[config.mk]
export PLATFORM = sky130hd
export DESIGN_NAME = gpio_pinmux_ctl
export DESIGN_NICKNAME = d
export VERILOG_FILES = /design/src/rtl/gpio_pkg.sv /design/src/rtl/gpio_regfile.sv /design/src/rtl/gpio_in_sync.sv /design/src/rtl/gpio_pin_drive.sv /design/src/rtl/gpio_events.sv /design/src/rtl/gpio_pinmux_ctl.sv
export SDC_FILE = /design/constraint.sdc
export NUM_CORES = 1
export LEC_CHECK = 0
export BUFFER_PORTS_ARGS = -buffer_cell sky130_fd_sc_hd__buf_2
export CORE_UTILIZATION = 58
export DETAILED_ROUTE_END_ITERATION = 6
export HOLD_SLACK_MARGIN = 0.08
export PLACE_DENSITY = 0.85
export RECOVER_POWER = 50
export SETUP_SLACK_MARGIN = 0.2
export SYNTH_ARGS = -nofsm -noshare
export SYNTH_HDL_FRONTEND = slang
export SYNTH_SLANG_ARGS = --single-unit
export TNS_END_PERCENT = 20
[constraint.sdc]
create_clock -name clk -period 2.27 [get_ports clk]
set_input_delay 0.227 -clock clk [delete_from_list [all_inputs] [get_ports clk]]
set_output_delay 0.227 -clock clk [all_outputs]
set_load 0.02 [all_outputs]
[src/rtl/gpio_pkg.sv]
package gpio_pkg;
  typedef enum logic [7:0] {
    OFS_DIR   = 8'h02,
    OFS_DOUT  = 8'h03,
    OFS_IRQM  = 8'h05,
    OFS_STAT  = 8'h07,
    OFS_WAKEM = 8'h29,
    OFS_POL   = 8'h2A,
    OFS_FSEL  = 8'h2B
  } reg_ofs_e;
endpackage

[src/rtl/gpio_regfile.sv]
module gpio_regfile
  import gpio_pkg::*;
#(
  parameter int NPINS  = 8,
  parameter int ADDR_W = 8
) (
  input  logic              clk,
  input  logic              rst_n,
  input  logic              wr,
  input  logic [ADDR_W-1:0] addr,
  input  logic [NPINS-1:0]  wdata,
  output logic [NPINS-1:0]  dir_q,
  output logic [NPINS-1:0]  dout_q,
  output logic [NPINS-1:0]  irqm_q,
  output logic [NPINS-1:0]  wakem_q,
  output logic [NPINS-1:0]  pol_q,
  output logic              fsel_q
);
  always_ff @(posedge clk or negedge rst_n) begin
    if (!rst_n) begin
      dir_q   <= '0;
      dout_q  <= '0;
      irqm_q  <= '0;
      wakem_q <= '0;
      pol_q   <= '0;
      fsel_q  <= 1'b0;
    end else if (wr) begin
      case (addr)
        ADDR_W'(OFS_DIR):   dir_q   <= wdata;
        ADDR_W'(OFS_DOUT):  dout_q  <= wdata;
        ADDR_W'(OFS_IRQM):  irqm_q  <= wdata;
        ADDR_W'(OFS_WAKEM): wakem_q <= wdata;
        ADDR_W'(OFS_POL):   pol_q   <= wdata;
        ADDR_W'(OFS_FSEL):  fsel_q  <= wdata[0];
        default: ;
      endcase
    end
  end
endmodule

[src/rtl/gpio_in_sync.sv]
module gpio_in_sync #(
  parameter int NPINS  = 8,
  parameter int STAGES = 2
) (
  input  logic             clk,
  input  logic             rst_n,
  input  logic [NPINS-1:0] raw,
  output logic [NPINS-1:0] synced
);
  logic [NPINS-1:0] chain [STAGES];

  generate
    for (genvar s = 0; s < STAGES; s++) begin : g_stage
      always_ff @(posedge clk or negedge rst_n) begin
        if (!rst_n)      chain[s] <= '0;
        else if (s == 0) chain[s] <= raw;
        else             chain[s] <= chain[(s == 0) ? 0 : s-1];
      end
    end
  endgenerate

  assign synced = chain[STAGES-1];
endmodule

[src/rtl/gpio_pin_drive.sv]
module gpio_pin_drive #(
  parameter int NPINS = 8
) (
  input  logic [NPINS-1:0] dir_q,
  input  logic [NPINS-1:0] dout_q,
  input  logic             fsel_q,
  input  logic [1:0]       pwr_state,
  output logic [NPINS-1:0] pin_out,
  output logic [NPINS-1:0] pin_oe
);
  localparam int PIN_HI = NPINS - 1;
  localparam int PIN_LO = NPINS - 2;

  generate
    for (genvar i = 0; i < NPINS; i++) begin : g_pin
      assign pin_oe[i] = dir_q[i];
      if (i == PIN_LO) begin : g_ovr_lo
        assign pin_out[i] = fsel_q ? pwr_state[1] : dout_q[i];
      end else if (i == PIN_HI) begin : g_ovr_hi
        assign pin_out[i] = fsel_q ? pwr_state[0] : dout_q[i];
      end else begin : g_plain
        assign pin_out[i] = dout_q[i];
      end
    end
  endgenerate
endmodule

[src/rtl/gpio_events.sv]
module gpio_events #(
  parameter int NPINS = 8
) (
  input  logic [NPINS-1:0] synced,
  input  logic [NPINS-1:0] pol_q,
  input  logic [NPINS-1:0] irqm_q,
  input  logic [NPINS-1:0] wakem_q,
  output logic [NPINS-1:0] status,
  output logic             irq_od_oe,
  output logic [NPINS-1:0] wake_evt
);
  assign status    = synced ^ pol_q;
  assign irq_od_oe = |(status & irqm_q);
  assign wake_evt  = status & wakem_q;
endmodule

[src/rtl/gpio_pinmux_ctl.sv]
module gpio_pinmux_ctl
  import gpio_pkg::*;
#(
  parameter int NPINS       = 8,
  parameter int ADDR_W      = 8,
  parameter int SYNC_STAGES = 2
) (
  input  logic              clk,
  input  logic              rst_n,
  input  logic              reg_wr,
  input  logic [ADDR_W-1:0] reg_addr,
  input  logic [NPINS-1:0]  reg_wdata,
  output logic [NPINS-1:0]  reg_rdata,
  input  logic [NPINS-1:0]  pin_in,
  output logic [NPINS-1:0]  pin_out,
  output logic [NPINS-1:0]  pin_oe,
  input  logic [1:0]        pwr_state,
  output logic              irq_od_oe,
  output logic [NPINS-1:0]  wake_evt
);
  logic [NPINS-1:0] dir_q, dout_q, irqm_q, wakem_q, pol_q;
  logic             fsel_q;
  logic [NPINS-1:0] synced, status;

  gpio_regfile #(.NPINS(NPINS), .ADDR_W(ADDR_W)) u_regs (
    .clk(clk), .rst_n(rst_n), .wr(reg_wr), .addr(reg_addr), .wdata(reg_wdata),
    .dir_q(dir_q), .dout_q(dout_q), .irqm_q(irqm_q), .wakem_q(wakem_q),
    .pol_q(pol_q), .fsel_q(fsel_q)
  );

  gpio_in_sync #(.NPINS(NPINS), .STAGES(SYNC_STAGES)) u_sync (
    .clk(clk), .rst_n(rst_n), .raw(pin_in), .synced(synced)
  );

  gpio_pin_drive #(.NPINS(NPINS)) u_drive (
    .dir_q(dir_q), .dout_q(dout_q), .fsel_q(fsel_q), .pwr_state(pwr_state),
    .pin_out(pin_out), .pin_oe(pin_oe)
  );

  gpio_events #(.NPINS(NPINS)) u_evt (
    .synced(synced), .pol_q(pol_q), .irqm_q(irqm_q), .wakem_q(wakem_q),
    .status(status), .irq_od_oe(irq_od_oe), .wake_evt(wake_evt)
  );

  always_comb begin
    case (reg_addr)
      ADDR_W'(OFS_DIR):   reg_rdata = dir_q;
      ADDR_W'(OFS_DOUT):  reg_rdata = dout_q;
      ADDR_W'(OFS_IRQM):  reg_rdata = irqm_q;
      ADDR_W'(OFS_STAT):  reg_rdata = status;
      ADDR_W'(OFS_WAKEM): reg_rdata = wakem_q;
      ADDR_W'(OFS_POL):   reg_rdata = pol_q;
      ADDR_W'(OFS_FSEL):  reg_rdata = {{(NPINS-1){1'b0}}, fsel_q};
      default:            reg_rdata = '0;
    endcase
  end
endmodule

==> results of run 1 <==
-- cells in the final DEF (no fill, tap or decap), types with 3 or more instances in the layout --
master	n
nor2_4	3
clkbuf_8	11
nand2_1	8
buf_4	5
and2_1	10
xor2_1	8
a22oi_1	9
o22a_1	4
mux2i_1	11
o21ai_0	6
nand3b_1	5
dfrtp_1	57
mux2_2	43
buf_2	48
nand3_1	7
clkbuf_1	13
dlygate4sd3_1	9
-- repair_timing --
action / CTS / global route
setup endpoints to repair: 0 / 1
hold buffers: 9 / 0
hold endpoints to repair: 35 / 0
setup buffers: 0 / 1
-- layer usage --
metal	track usage, %	up-vias	part of all wire, %
met3	7.937	17	7.4
met4	11.56	0	2.4
met1	36.91	1022	43
met5	0	-	0
met2	43.60	95	48
li1	-	923	-
-- flip-flops by register name, indices dropped and copies added (netlist names) --
register	flops
u_sync.chain	8
u_regs.pol_q	8
u_regs.dout_q	8
u_regs.wakem_q	8
u_regs.irqm_q	8
u_regs.fsel_q	1
u_sync.synced	8
u_regs.dir_q	8
-- logic make-up after synthesis --
logic type                after synthesis  synth area share (%)
AOI/OAI and AO/OA                      30                 8.268
xor gates and xnor gates                8                 2.587
buffers and inverters                  13                 2.725
DFF                                    57                 52.66
muxes                                  54                 21.94
and+or+nand+nor                        49                 11.82
-- metrics by stage --
| step | cell area, um2 | worst slack (ns) | total power (W) | utilization [%] | cells |
|---|---|---|---|---|---|
| global route | 3369 | 0.2031 | 0.002497 | 76.33 | 343 |
| floorplan | 2709 | 0.5995 | 0.001243 | - | 211 |
| global placement | 3059 | 0.3542 | 0.001346 | 69.30 | 317 |
| finish | 3369 | 0.2923 | 0.002414 | 76.33 | 343 |
| detailed placement | 3059 | 0.2812 | 0.001356 | 69.30 | 317 |
| CTS | 3378 | 0.2907 | 0.002430 | 76.53 | 342 |
-- power groups by stage --
stage                     registers [W]  clock network, W  logic (W)
after global routing            0.00111           0.00112   0.000268
after global placement          0.00112                 0   0.000228
after CTS                       0.00110           0.00108   0.000249
after detailed placement        0.00112                 0   0.000235
final                           0.00110           0.00106   0.000247
after floorplan                 0.00112                 0   0.000125
-- worst reg2reg max path: stages, from the launching register on --
cell	delay (ns)
dfrtp_1	0.42
buf_4	0.16
mux2_2	0.26
-- how the worst min path moves through the flow --
stage	start	to	slack, ns	cells past startpoint
floorplan	rst_n	u_regs.dir_q[0]$_DFFE_PN0P_	-0.07	0
global placement	rst_n	u_sync.synced[6]$_DFF_PN0_	0.28	1
detailed placement	rst_n	u_sync.synced[6]$_DFF_PN0_	0.28	1
CTS	reg_wdata[3]	u_regs.dir_q[3]$_DFFE_PN0P_	0.18	2
global route	reg_wdata[2]	u_regs.irqm_q[2]$_DFFE_PN0P_	0.19	2
finish	reg_wdata[3]	u_regs.dir_q[3]$_DFFE_PN0P_	0.18	2
-- final cells by class --
cell class / instances / area, um2
Timing Repair Buffer: 76 / 436.7
Clock inverter: 5 / 77.57
Tap cell: 52 / 65.06
Inverter: 1 / 3.754
Sequential cell: 57 / 1426
Clock buffer: 11 / 151.4
Fill cell: 295 / 1045
Multi-Input combinational cell: 141 / 1209
==> results, run 1 <==
- Based on the critical path, the design can be clocked at up to 505.6 MHz.
- Setup repair after global routing left no endpoint under its margin.
- Across every metal layer, demand over resource in global routing totals 28.01%.
- The endpoint identified for the worst register-to-register timing path is u_regs.pol_q[6]$_DFFE_PN0P_.
- The I/O pin count is 62.
- The critical path runs through a total of 5 cells.
- The final setup TNS is 0 ns.
- Of the cells placed in the final design, the portion with a size suffix greater than 1 is 42.96%.
- Combinational cells account for 10.2% of the total power.
- The transition time of the tightest slew-check pin is 1.554 ns.
- The worst register-to-register path begins at u_regs.pol_q[6]$_DFFE_PN0P_.
- STA puts the critical path data required time at 2.04 ns.
- Detailed placement ended at an HPWL of 4.428 mm.
- The congestion estimate from routability-driven global placement came to 0.8511.
- The maximum resistive drop on vdd is 0.0005235 V.
- Once detail routing completed, the nets flagged for antenna violations numbered 0.
- Counting cells, the worst reg-to-reg path comes to 2.
- Together, buffers and inverters on the worst path number 1.
- The areal power density over the cells is 716.4 nW/um2.
- The initial utilization of the core area, before any placement, comes to 61.37%.
- The number of violations reported at the end of detailed-routing iteration 0 is 166.
- The global-route wire length before repair is 10.39 mm.
- The worst path arrival time is 1.75 ns.
- The prevailing post-synth register cell is dfrtp_1.
- Clock tree synthesis found a total of 57 sinks.
- The final hold slack is 0.1848 ns.
- The clock power share is 44.1%.
- The most critical setup path has its startpoint at u_regs.pol_q[5]$_DFFE_PN0P_.
- The floorplan step defined a die boundary enclosing 4948 um2.
- Max-cap violations in this run came to 1.
- The flop-to-flop setup slack is 1.32 ns.
- The count of buffers from port buffering is 61.
- The critical path class is register to output port.
- The number of buffers on the longest clock path is 2.
- In this run, synthesis produced a sequential element count of 57.
- Entering global routing, the biggest net connects 31 pins.
- The total of endpoints with negative setup slack in the final report is 0.
- Net switching is 23.57% of the power.
- The worst path in the final design needs a cycle of 1.978 ns, including I/O delays and setup.
- Global routing finished with a remaining overflow of 0.
- The initial antenna violation count is 0.
- The synthesized area divided by synthesized cell count is 12.84 um2.
- The top fanout value on the critical path is 3.
- From left edge to right edge, the die measures 70.34 um.
- The library cell contributing the largest single delay on the critical path is dfrtp_1.
- The longest individual stage delay on the worst path is 0.40 ns.
- After synthesis, the most frequently instantiated cells are 57 x dfrtp_1, 43 x mux2_2, 11 x mux2i_1, 10 x and2_1, 9 x a22oi_1.
- Walking the worst path, the cells encountered are xor2_1, mux2i_1, o21ai_0, a221o_2, buf_2.
- The floorplan has 24 rows.
- The H-tree depth is 3.
- The die is 70.34 um tall.
- The post-detailed-route wirelength per cell is 18.52 um.
- The max-slew violation count came to 28.
- TritonCTS built the clock tree.
- The number of global-route vias before repair is 2074.
- The analysis attributes to cell leakage a power of 1.658 nW.
- The final reports fail on capacitance limit, slew limit.
- The kind of end point of the critical path is an output port.
- The internal power is 0.001845 W.
- The via count is 2057.
- The count of unresolved DRC violations after routing is 0.
- The worst pin sits at a relative slew slack of -3.596%.
- The post-layout net count is 315.
- The kind of cell with the highest combined delay along the critical path is compound AO/OA/AOI/OAI gates.
- The total standard cell area after synthesis is 2709 um2.
- After floorplanning, the core was sized to cover 4414 um2.
- The total of cells resized after clock tree synthesis is 0.
- The count of flip-flops with a built-in enable after synthesis is 0.
- The library cell occupying the most area in the post-synthesis netlist is dfrtp_1.
- The ratio of routed vias to standard cells is 5.997.
- The number of antenna diodes in the final layout is 0.
- The clock insertion delay at the later pin of the skew report is 0.33 ns.
- The buffer type at the clock tree root is clkbuf_8.
- Sequential elements use 52.66% of the synthesized area.
- The area share of the largest cell type after synthesis is 52.66%.
- The detailed-router iteration count before antenna repair is 4.
- The number of hold violations in the final report is 0.
- The total wire length is 6.352 mm.
- Buffers inserted during clock tree synthesis total 9.
- Of all flip-flops after synthesis, the portion carrying an async set or reset was 100.0%.
- The net switching power is 0.0005689 W.
- From synthesis to final layout, the design area changed by 24.39%.
- The flow ran to the end, but the final reports show violations.
- The clock transition time at the flip-flop clock pins of the worst setup and hold paths is 0.06 ns.
- STA classifies the critical path startpoint as a register.
- The post-synthesis cell count is 211.
- Between clock sinks in the finished design, the worst skew comes to 0.003198 ns.
- The post-synth net total is 240.
- The endpoint of the most critical setup path is reg_rdata[5].
- The path category of the worst min-delay check is input port to register.
- The final critical path takes up 87.12% of the cycle.
- The cell with the most instances after synthesis is dfrtp_1.
- The sequential fraction of design power is 45.7%.
- Ranked by total cell area, the synthesized netlist is headed by dfrtp_1 53%, mux2_2 18%, mux2i_1 4.1%, xor2_1 2.6%, a22oi_1 2.5%.
- Yosys printed 0 warnings.
- The number of different library cells used by synthesis comes to 39.
Power figures use the tool's default switching activity.
==> run 2: changes to the inputs <==
CORE_ASPECT_RATIO = 0.9   (was not set)
CORE_MARGIN = 5   (was not set)
==> run 2 against run 1 <==
  * The flow now finishes without violations
  * Combinational power is essentially flat
  * Worst setup slack gained 0.0018 ns
  * Die area up 24%
  * Via count is 2.5% lower
  * First-iteration DRC count fell by 24%
  * Routed wire length increased by 3.7%
  * Sequential share of layout area decreased by 0.53 points
  * Power up 4.0%
  * Critical endpoint is now reg_rdata[6]
  * Largest power group is now the clock network
  * Highest routed layer unchanged
==> results, run 2 (synthesis results as in run 1) <==
- The max-slew violation count is 0 (-100%).
- The number of global-route vias before repair came to 2062 (-0.58%).
- The count of buffers from port buffering is 61 (unchanged).
- The I/O pin count came to 62 (unchanged).
- The most common cell after layout, fill and taps aside is buf_2.
- The top fanout value on the critical path is 3 (unchanged).
- The remaining max-slew budget at the tightest pin is 12.55% (+16 points).
- The total leakage power was 1.713 nW (+3.3%).
- The slowest stage of the critical path is the dfrtp_1 cell.
- The share of the cycle needed by the critical path after routing is 87.04% (about the same).
- The total of cells resized after clock tree synthesis was 0 (unchanged).
- The overall die width came to 82.04 um (+17%).
- The max-capacitance violation count is 0 (-1).
- The largest net degree at the start of global routing is 36 (+16%).
- The detailed-router iteration count before antenna repair is 4 (unchanged).
- The global-route wire length before repair came to 10.62 mm (+2.2%).
- The final standard cell count with taps included and fillers excluded was 353 (+2.9%).
- The transition time of the tightest slew-check pin is 1.312 ns (-0.2422 ns).
- The routability-driven placement congestion ratio is 0.8475 (-0.42%).
- The antenna violation net count after detailed routing was 0 (unchanged).
- The total core area is 4489 um2 (+1.7%).
- The final setup TNS is 0 ns (unchanged).
- The signal on the critical path passes through xor2_1, mux2i_1, o21ai_0, a221o_2, buf_2.
- The number of diodes is 0 (unchanged).
- Setup repair after global routing left no endpoint under its margin.
- The final clock skew is 0.005516 ns (+0.002318 ns).
- The share of layout cells above drive strength 1 is 46.74% (+3.8 points).
- The worst path arrival time is 1.75 ns (about the same).
- The effective utilization at floorplan is 60.34% (-1.0 points).
- The total of endpoints with negative setup slack in the final report is 0 (unchanged).
- The areal power density over the cells is 735.5 nW/um2 (+2.7%).
- The kind of start point of the critical path is a register.
- The flow ran to the end, and the final reports show no timing, DRC or antenna violations.
- The required time reported for the critical path endpoint came to 2.04 ns (about the same).
- The clock transition time at the flip-flop clock pins of the worst setup and hold paths is 0.07 ns (about the same).
- The area of the die is 6139 um2 (+24%).
- The initial antenna violation count was 0 (unchanged).
- The number of hold violations in the final report is 0 (unchanged).
- The post-CTS setup repair buffer count is 0 (unchanged).
- The longest individual stage delay on the worst path is 0.41 ns (about the same).
- The die height was 74.84 um (+6.4%).
- The ratio of routed vias to standard cells was 5.680 (-5.3%).
- The TritonCTS clock tree is yes.
- The via count is 2005 (-2.5%).
- The kind of end point of the critical path is an output port.
- The post-route minimum period is 1.976 ns (-0.001758 ns).
- The maximum resistive drop on vdd is 0.0005799 V (+11%).
- The total wire length is 6.587 mm (+3.7%).
- Compared with the post-synthesis result, the final layout area differs by 25.96%.
- The count of unresolved DRC violations after routing is 0 (unchanged).
- The number of buffers on the longest clock path was 2 (unchanged).
- The TritonCTS sink count is 57 (unchanged).
- The post-layout net count came to 315 (unchanged).
- The clock insertion delay at the later pin of the skew report is 0.33 ns (about the same).
- The global-route usage over all layers came to 23.95% (-4.1 points).
- The placed instance count is 328 (+3.5%).
- The H-tree depth is 3 (unchanged).
- The min-delay analysis places its worst path in the category input port to register.
- The number of buffers created by CTS is 9 (unchanged).
- The half-perimeter wire length of the detailed placement result is 4.658 mm (+5.2%).
- The buffer type at the clock tree root is clkbuf_8.
- The site row count came to 23 (-4.2%).
- The sum of overflow across all layers after global routing is 0 (unchanged).
- The top cell types in the final layout, fill and taps aside, are 60 x buf_2, 57 x dfrtp_1, 43 x mux2_2.
- The post-detailed-route wirelength per cell came to 18.66 um (+0.76%).
- The top achievable clock speed is 506.1 MHz (about the same).
- The worst setup path is of the register to output port kind.
- The number of violations reported at the end of detailed-routing iteration 0 is 126 (-24%).
run 2: cell count changes in the layout (fill, tap and decap cells not counted):
cell	change
clkinv_2	-1
clkbuf_8	-1
buf_2	+12
clkbuf_1	-11
bufinv_16	+1
run 2: final cells by class:
| class | count | area, um2 |
|---|---|---|
| fillers | 308 | 1077 |
| repair buffers | 76 | 451.7 |
| well taps | 62 | 77.57 |
| clock inverters | 5 | 102.6 |
| multi-input cells | 141 | 1209 |
| inverters | 1 | 3.754 |
| flip-flops and latches | 57 | 1426 |
| clock buffers | 11 | 141.4 |
run 2: path summary, 6_finish.rpt:
path | from | slack (ns) | endpoint | cells past startpoint
max | u_regs.pol_q[6]$_DFFE_PN0P_ | 0.29 | reg_rdata[6] | 5
min | reg_wdata[4] | 0.18 | u_regs.dir_q[4]$_DFFE_PN0P_ | 2
max reg2reg | u_regs.fsel_q$_DFFE_PN0P_ | 1.41 | u_regs.fsel_q$_DFFE_PN0P_ | 1
min reg2reg | u_sync.chain[11]$_DFF_PN0_ | 0.35 | u_sync.synced[3]$_DFF_PN0_ | 0
max in group asynchronous | rst_n | 0.76 | u_regs.dir_q[1]$_DFFE_PN0P_ | 3
min in group asynchronous | rst_n | 0.71 | u_sync.chain[13]$_DFF_PN0_ | 2
run 2: worst max-delay path, delay by kind of cell (launching register included):
kind,cells,cell delay (ns)
DFF,1,0.41
AOI/OAI and AO/OA,2,0.46
muxes,1,0.17
xor gates and xnor gates,1,0.22
buffers and inverters,1,0.16
run 2: report_power, final:
| part | internal [W] | switching, W |
|---|---|---|
| registers | 0.00107 | 0.0000366 |
| clock network | 0.000757 | 0.000400 |
| logic | 0.000109 | 0.000141 |
run 2: what timing repair did:
item	CTS	global route
endpoints found under the hold margin	30	0
hold buffers	9	0
endpoints found under the setup margin	0	0
run 2: layer usage:
metal	vias up	share of wire, %	wire length, um	track usage, %
met1	984	44	2872	31.50
li1	922	-	-	-
met2	88	46	3058	36.50
met3	11	8.1	533	6.938
met5	-	0	0	0
met4	0	1.9	122	11.99
run 2: stage by stage:
| step | worst slack [ns] | total power (W) | hold WS, ns | instance area, um2 | util, % |
|---|---|---|---|---|---|
| global route | 0.2407 | 0.002593 | 0.1803 | 3412 | 76.00 |
| finish | 0.2941 | 0.002509 | 0.1812 | 3412 | 76.00 |
| floorplan | 0.5995 | 0.001243 | -0.06859 | 2709 | - |
| CTS | 0.2869 | 0.002519 | 0.1631 | 3413 | 76.03 |
| global placement | 0.3611 | 0.001350 | 0.2286 | 3079 | 68.59 |
| detailed placement | 0.3079 | 0.001359 | 0.2413 | 3079 | 68.59 |
==> run 3: changes to the inputs <==
CELL_PAD_IN_SITES_DETAIL_PLACEMENT = 1   (was not set)
CELL_PAD_IN_SITES_GLOBAL_PLACEMENT = 2   (was not set)
CORE_UTILIZATION = 38   (was 58)
CTS_CLUSTER_SIZE = 25   (was not set)
PLACE_DENSITY = not set   (was 0.85)
PLACE_DENSITY_LB_ADDON = 0.1   (was not set)
==> run 3 against run 2 <==
  * Sequential cell count stayed put
  * Power is 12% lower
  * Clock power is 28% lower
  * Largest power group is now registers
==> results, run 3 (synthesis results as in run 1) <==
- The clock transition time at the flip-flop clock pins of the worst setup and hold paths is 0.06 ns (about the same).
- The synthesis-to-layout area growth is 25.13%.
- The post-CTS setup repair buffer count is 0 (unchanged).
- The run finished with clean final reports.
- The number of hold violations in the final report was 0 (unchanged).
- The end of the worst register-to-register path is u_regs.fsel_q$_DFFE_PN0P_.
- The clock insertion delay at the later pin of the skew report is 0.34 ns (about the same).
- The half-perimeter wire length of the detailed placement result is 5.604 mm (+20%).
- The post-route minimum period is 1.995 ns (+0.01955 ns).
- The count of buffers from port buffering is 61 (unchanged).
- The worst reg2reg path depth was 1 (unchanged).
- The buffer type at the clock tree root is clkbuf_8.
- Setup repair after global routing could not meet its margin everywhere.
- Tracing the worst setup path back leads to its startpoint at u_regs.pol_q[6]$_DFFE_PN0P_.
- The kind of start point of the critical path is a register.
- The total of endpoints with negative setup slack in the final report is 0 (unchanged).
- The final hold slack is 0.1768 ns (-0.004395 ns).
- The largest net degree at the start of global routing is 33 (-8.3%).
- The die height is 90.10 um (+20%).
- The top fanout value on the critical path is 3 (unchanged).
- The post-detailed-route wirelength per cell is 19.78 um (+6.0%).
- The total core area was 7003 um2 (+56%).
- The maximum resistive drop on vdd is 0.0003683 V (-36%).
- The antenna violation net count after detailed routing was 0 (unchanged).
- The H-tree depth came to 3 (unchanged).
- The max-capacitance violation count came to 0 (unchanged).
- The global-route wire length before repair was 12.52 mm (+18%).
- The total leakage power was 1.635 nW (-4.6%).
- The effective utilization at floorplan was 38.68% (-22 points).
- The critical path class is register to output port.
- The critical path goes through xor2_2, mux2i_1, o21ai_0, a221o_2, buf_2.
- The fill cell instance count of the final layout was 772 (+150%).
- The worst setup path is captured at an output port.
- The area of the multi-input gates is 1224 um2 (+1.2%).
- The flop-to-flop setup slack is 1.43 ns (+0.02 ns).
- The flip-flop and latch area was 1428 um2 (about the same).
- The total wire length came to 7.616 mm (+16%).
- The share of the cycle needed by the critical path after routing is 87.91% (+0.86 points).
- The sum of overflow across all layers after global routing was 0 (unchanged).
- The initial antenna violation count came to 0 (unchanged).
- The critical path ends at reg_rdata[6].
- The required time reported for the critical path endpoint was 2.04 ns (about the same).
- The top achievable clock speed is 501.1 MHz (-0.98%).
- The startpoint of the most critical register-to-register path is u_regs.fsel_q$_DFFE_PN0P_.
- The number of diodes is 0 (unchanged).
- The count of unresolved DRC violations after routing is 0 (unchanged).
- The ratio of routed vias to standard cells is 5.205 (-8.4%).
- The remaining max-slew budget at the tightest pin is 45.46% (+33 points).
- The longest individual stage delay on the worst path was 0.44 ns (+0.03 ns).
- The TritonCTS clock tree is yes.
- The via count came to 2004 (-0.050%).
- The number of violations reported at the end of detailed-routing iteration 0 was 61 (-52%).
- The I/O pin count is 62 (unchanged).
- The number of buffers on the longest clock path was 2 (unchanged).
- The areal power density over the cells is 648.4 nW/um2 (-12%).
- The TritonCTS sink count came to 57 (unchanged).
- The detailed-router iteration count before antenna repair is 5 (+1).
- The overall die width is 99.00 um (+21%).
- The worst path arrival time is 1.77 ns (+0.02 ns).
- The library cell contributing the largest single delay on the critical path is dfrtp_2.
- The transition time of the tightest slew-check pin was 0.8182 ns (-0.4936 ns).
- The path category of the worst min-delay check is input port to register.
- The final setup TNS came to 0 ns (unchanged).
- The share of layout cells above drive strength 1 was 43.15% (-3.6 points).
- The top cell types in the final layout, fill and taps aside, are 56 x dfrtp_1, 46 x buf_2, 43 x mux2_2.
- The routability-driven placement congestion ratio is 0.7819 (-7.7%).
- The max-slew violation count is 0 (unchanged).
- The number of buffers created by CTS came to 9 (unchanged).
- The area of the die is 8919 um2 (+45%).
- The site row count is 29 (+26%).
- The most common cell after layout, fill and taps aside is dfrtp_1.
- The final clock skew is 0.005473 ns (-0.00004268 ns).
- The global-route usage over all layers was 18.30% (-5.7 points).
- The post-layout net count came to 319 (+1.3%).
- The overall power after layout came to 0.002198 W (-12%).
- The number of global-route vias before repair is 2227 (+8.0%).
-- run 3: layout make-up --
cell class | instances | share of cell area, %
clock buffer | 13 | 4.983
tap | 93 | 3.433
inverter | 1 | 0.1107
sequential | 57 | 42.12
timing repair buffer | 80 | 13.25
multi-input combinational | 141 | 36.10
-- run 3: where the power goes --
| part | internal [W] | leakage [nW] | switching [W] |
|---|---|---|---|
| Clock | 0.000468 | 0.0875 | 0.000374 |
| Combinational | 0.000106 | 0.798 | 0.000144 |
| Sequential | 0.00107 | 0.750 | 0.0000398 |
| Total | 0.00164 | 1.64 | 0.000558 |
-- run 3: worst min-delay path by stage --
stage / start / to / slack (ns) / cells after the start
6_report: reg_wdata[4] / u_regs.pol_q[4]$_DFFE_PN0P_ / 0.18 / 2
3_3_place_gp: rst_n / u_sync.chain[11]$_DFF_PN0_ / 0.33 / 1
5_1_grt: reg_wdata[4] / u_regs.pol_q[4]$_DFFE_PN0P_ / 0.19 / 2
3_5_place_dp: rst_n / u_sync.chain[11]$_DFF_PN0_ / 0.33 / 1
4_1_cts: reg_wdata[4] / u_regs.pol_q[4]$_DFFE_PN0P_ / 0.17 / 2
2_1_floorplan: rst_n / u_regs.dir_q[0]$_DFFE_PN0P_ / -0.07 / 0
-- run 3: critical path: cells and delay by family (launching register included) --
family,cells,cell delay [ns]
AOI/OAI and AO/OA,2,0.49
DFF,1,0.44
xor gates and xnor gates,1,0.21
buffers and inverters,1,0.16
muxes,1,0.13
-- run 3: metrics by stage --
stage | util, % | setup WS, ns | std cells | instance area [um2]
final | 48.40 | 0.2745 | 385 | 3390
after global routing | 48.40 | 0.1959 | 385 | 3390
after CTS | 48.47 | 0.2484 | 385 | 3395
after detailed placement | 44.77 | 0.3911 | 363 | 3136
after global placement | 44.77 | 0.3989 | 363 | 3136
after floorplan | - | 0.5995 | 211 | 2709
-- run 3: what timing repair did --
action                                 in CTS  in global routing
hold buffers                                9                  0
gates resized for setup                     0                  3
endpoints found under the hold margin      38                  0
setup endpoints to repair                   0                  2
-- run 3: layer usage --
layer	vias to the layer above	global-route usage (%)	share of wire, %
met5	-	0	0
met1	1030	25.48	49
met4	0	6.143	1.3
met3	8	4.721	4.6
li1	919	-	-
met2	47	27.63	45
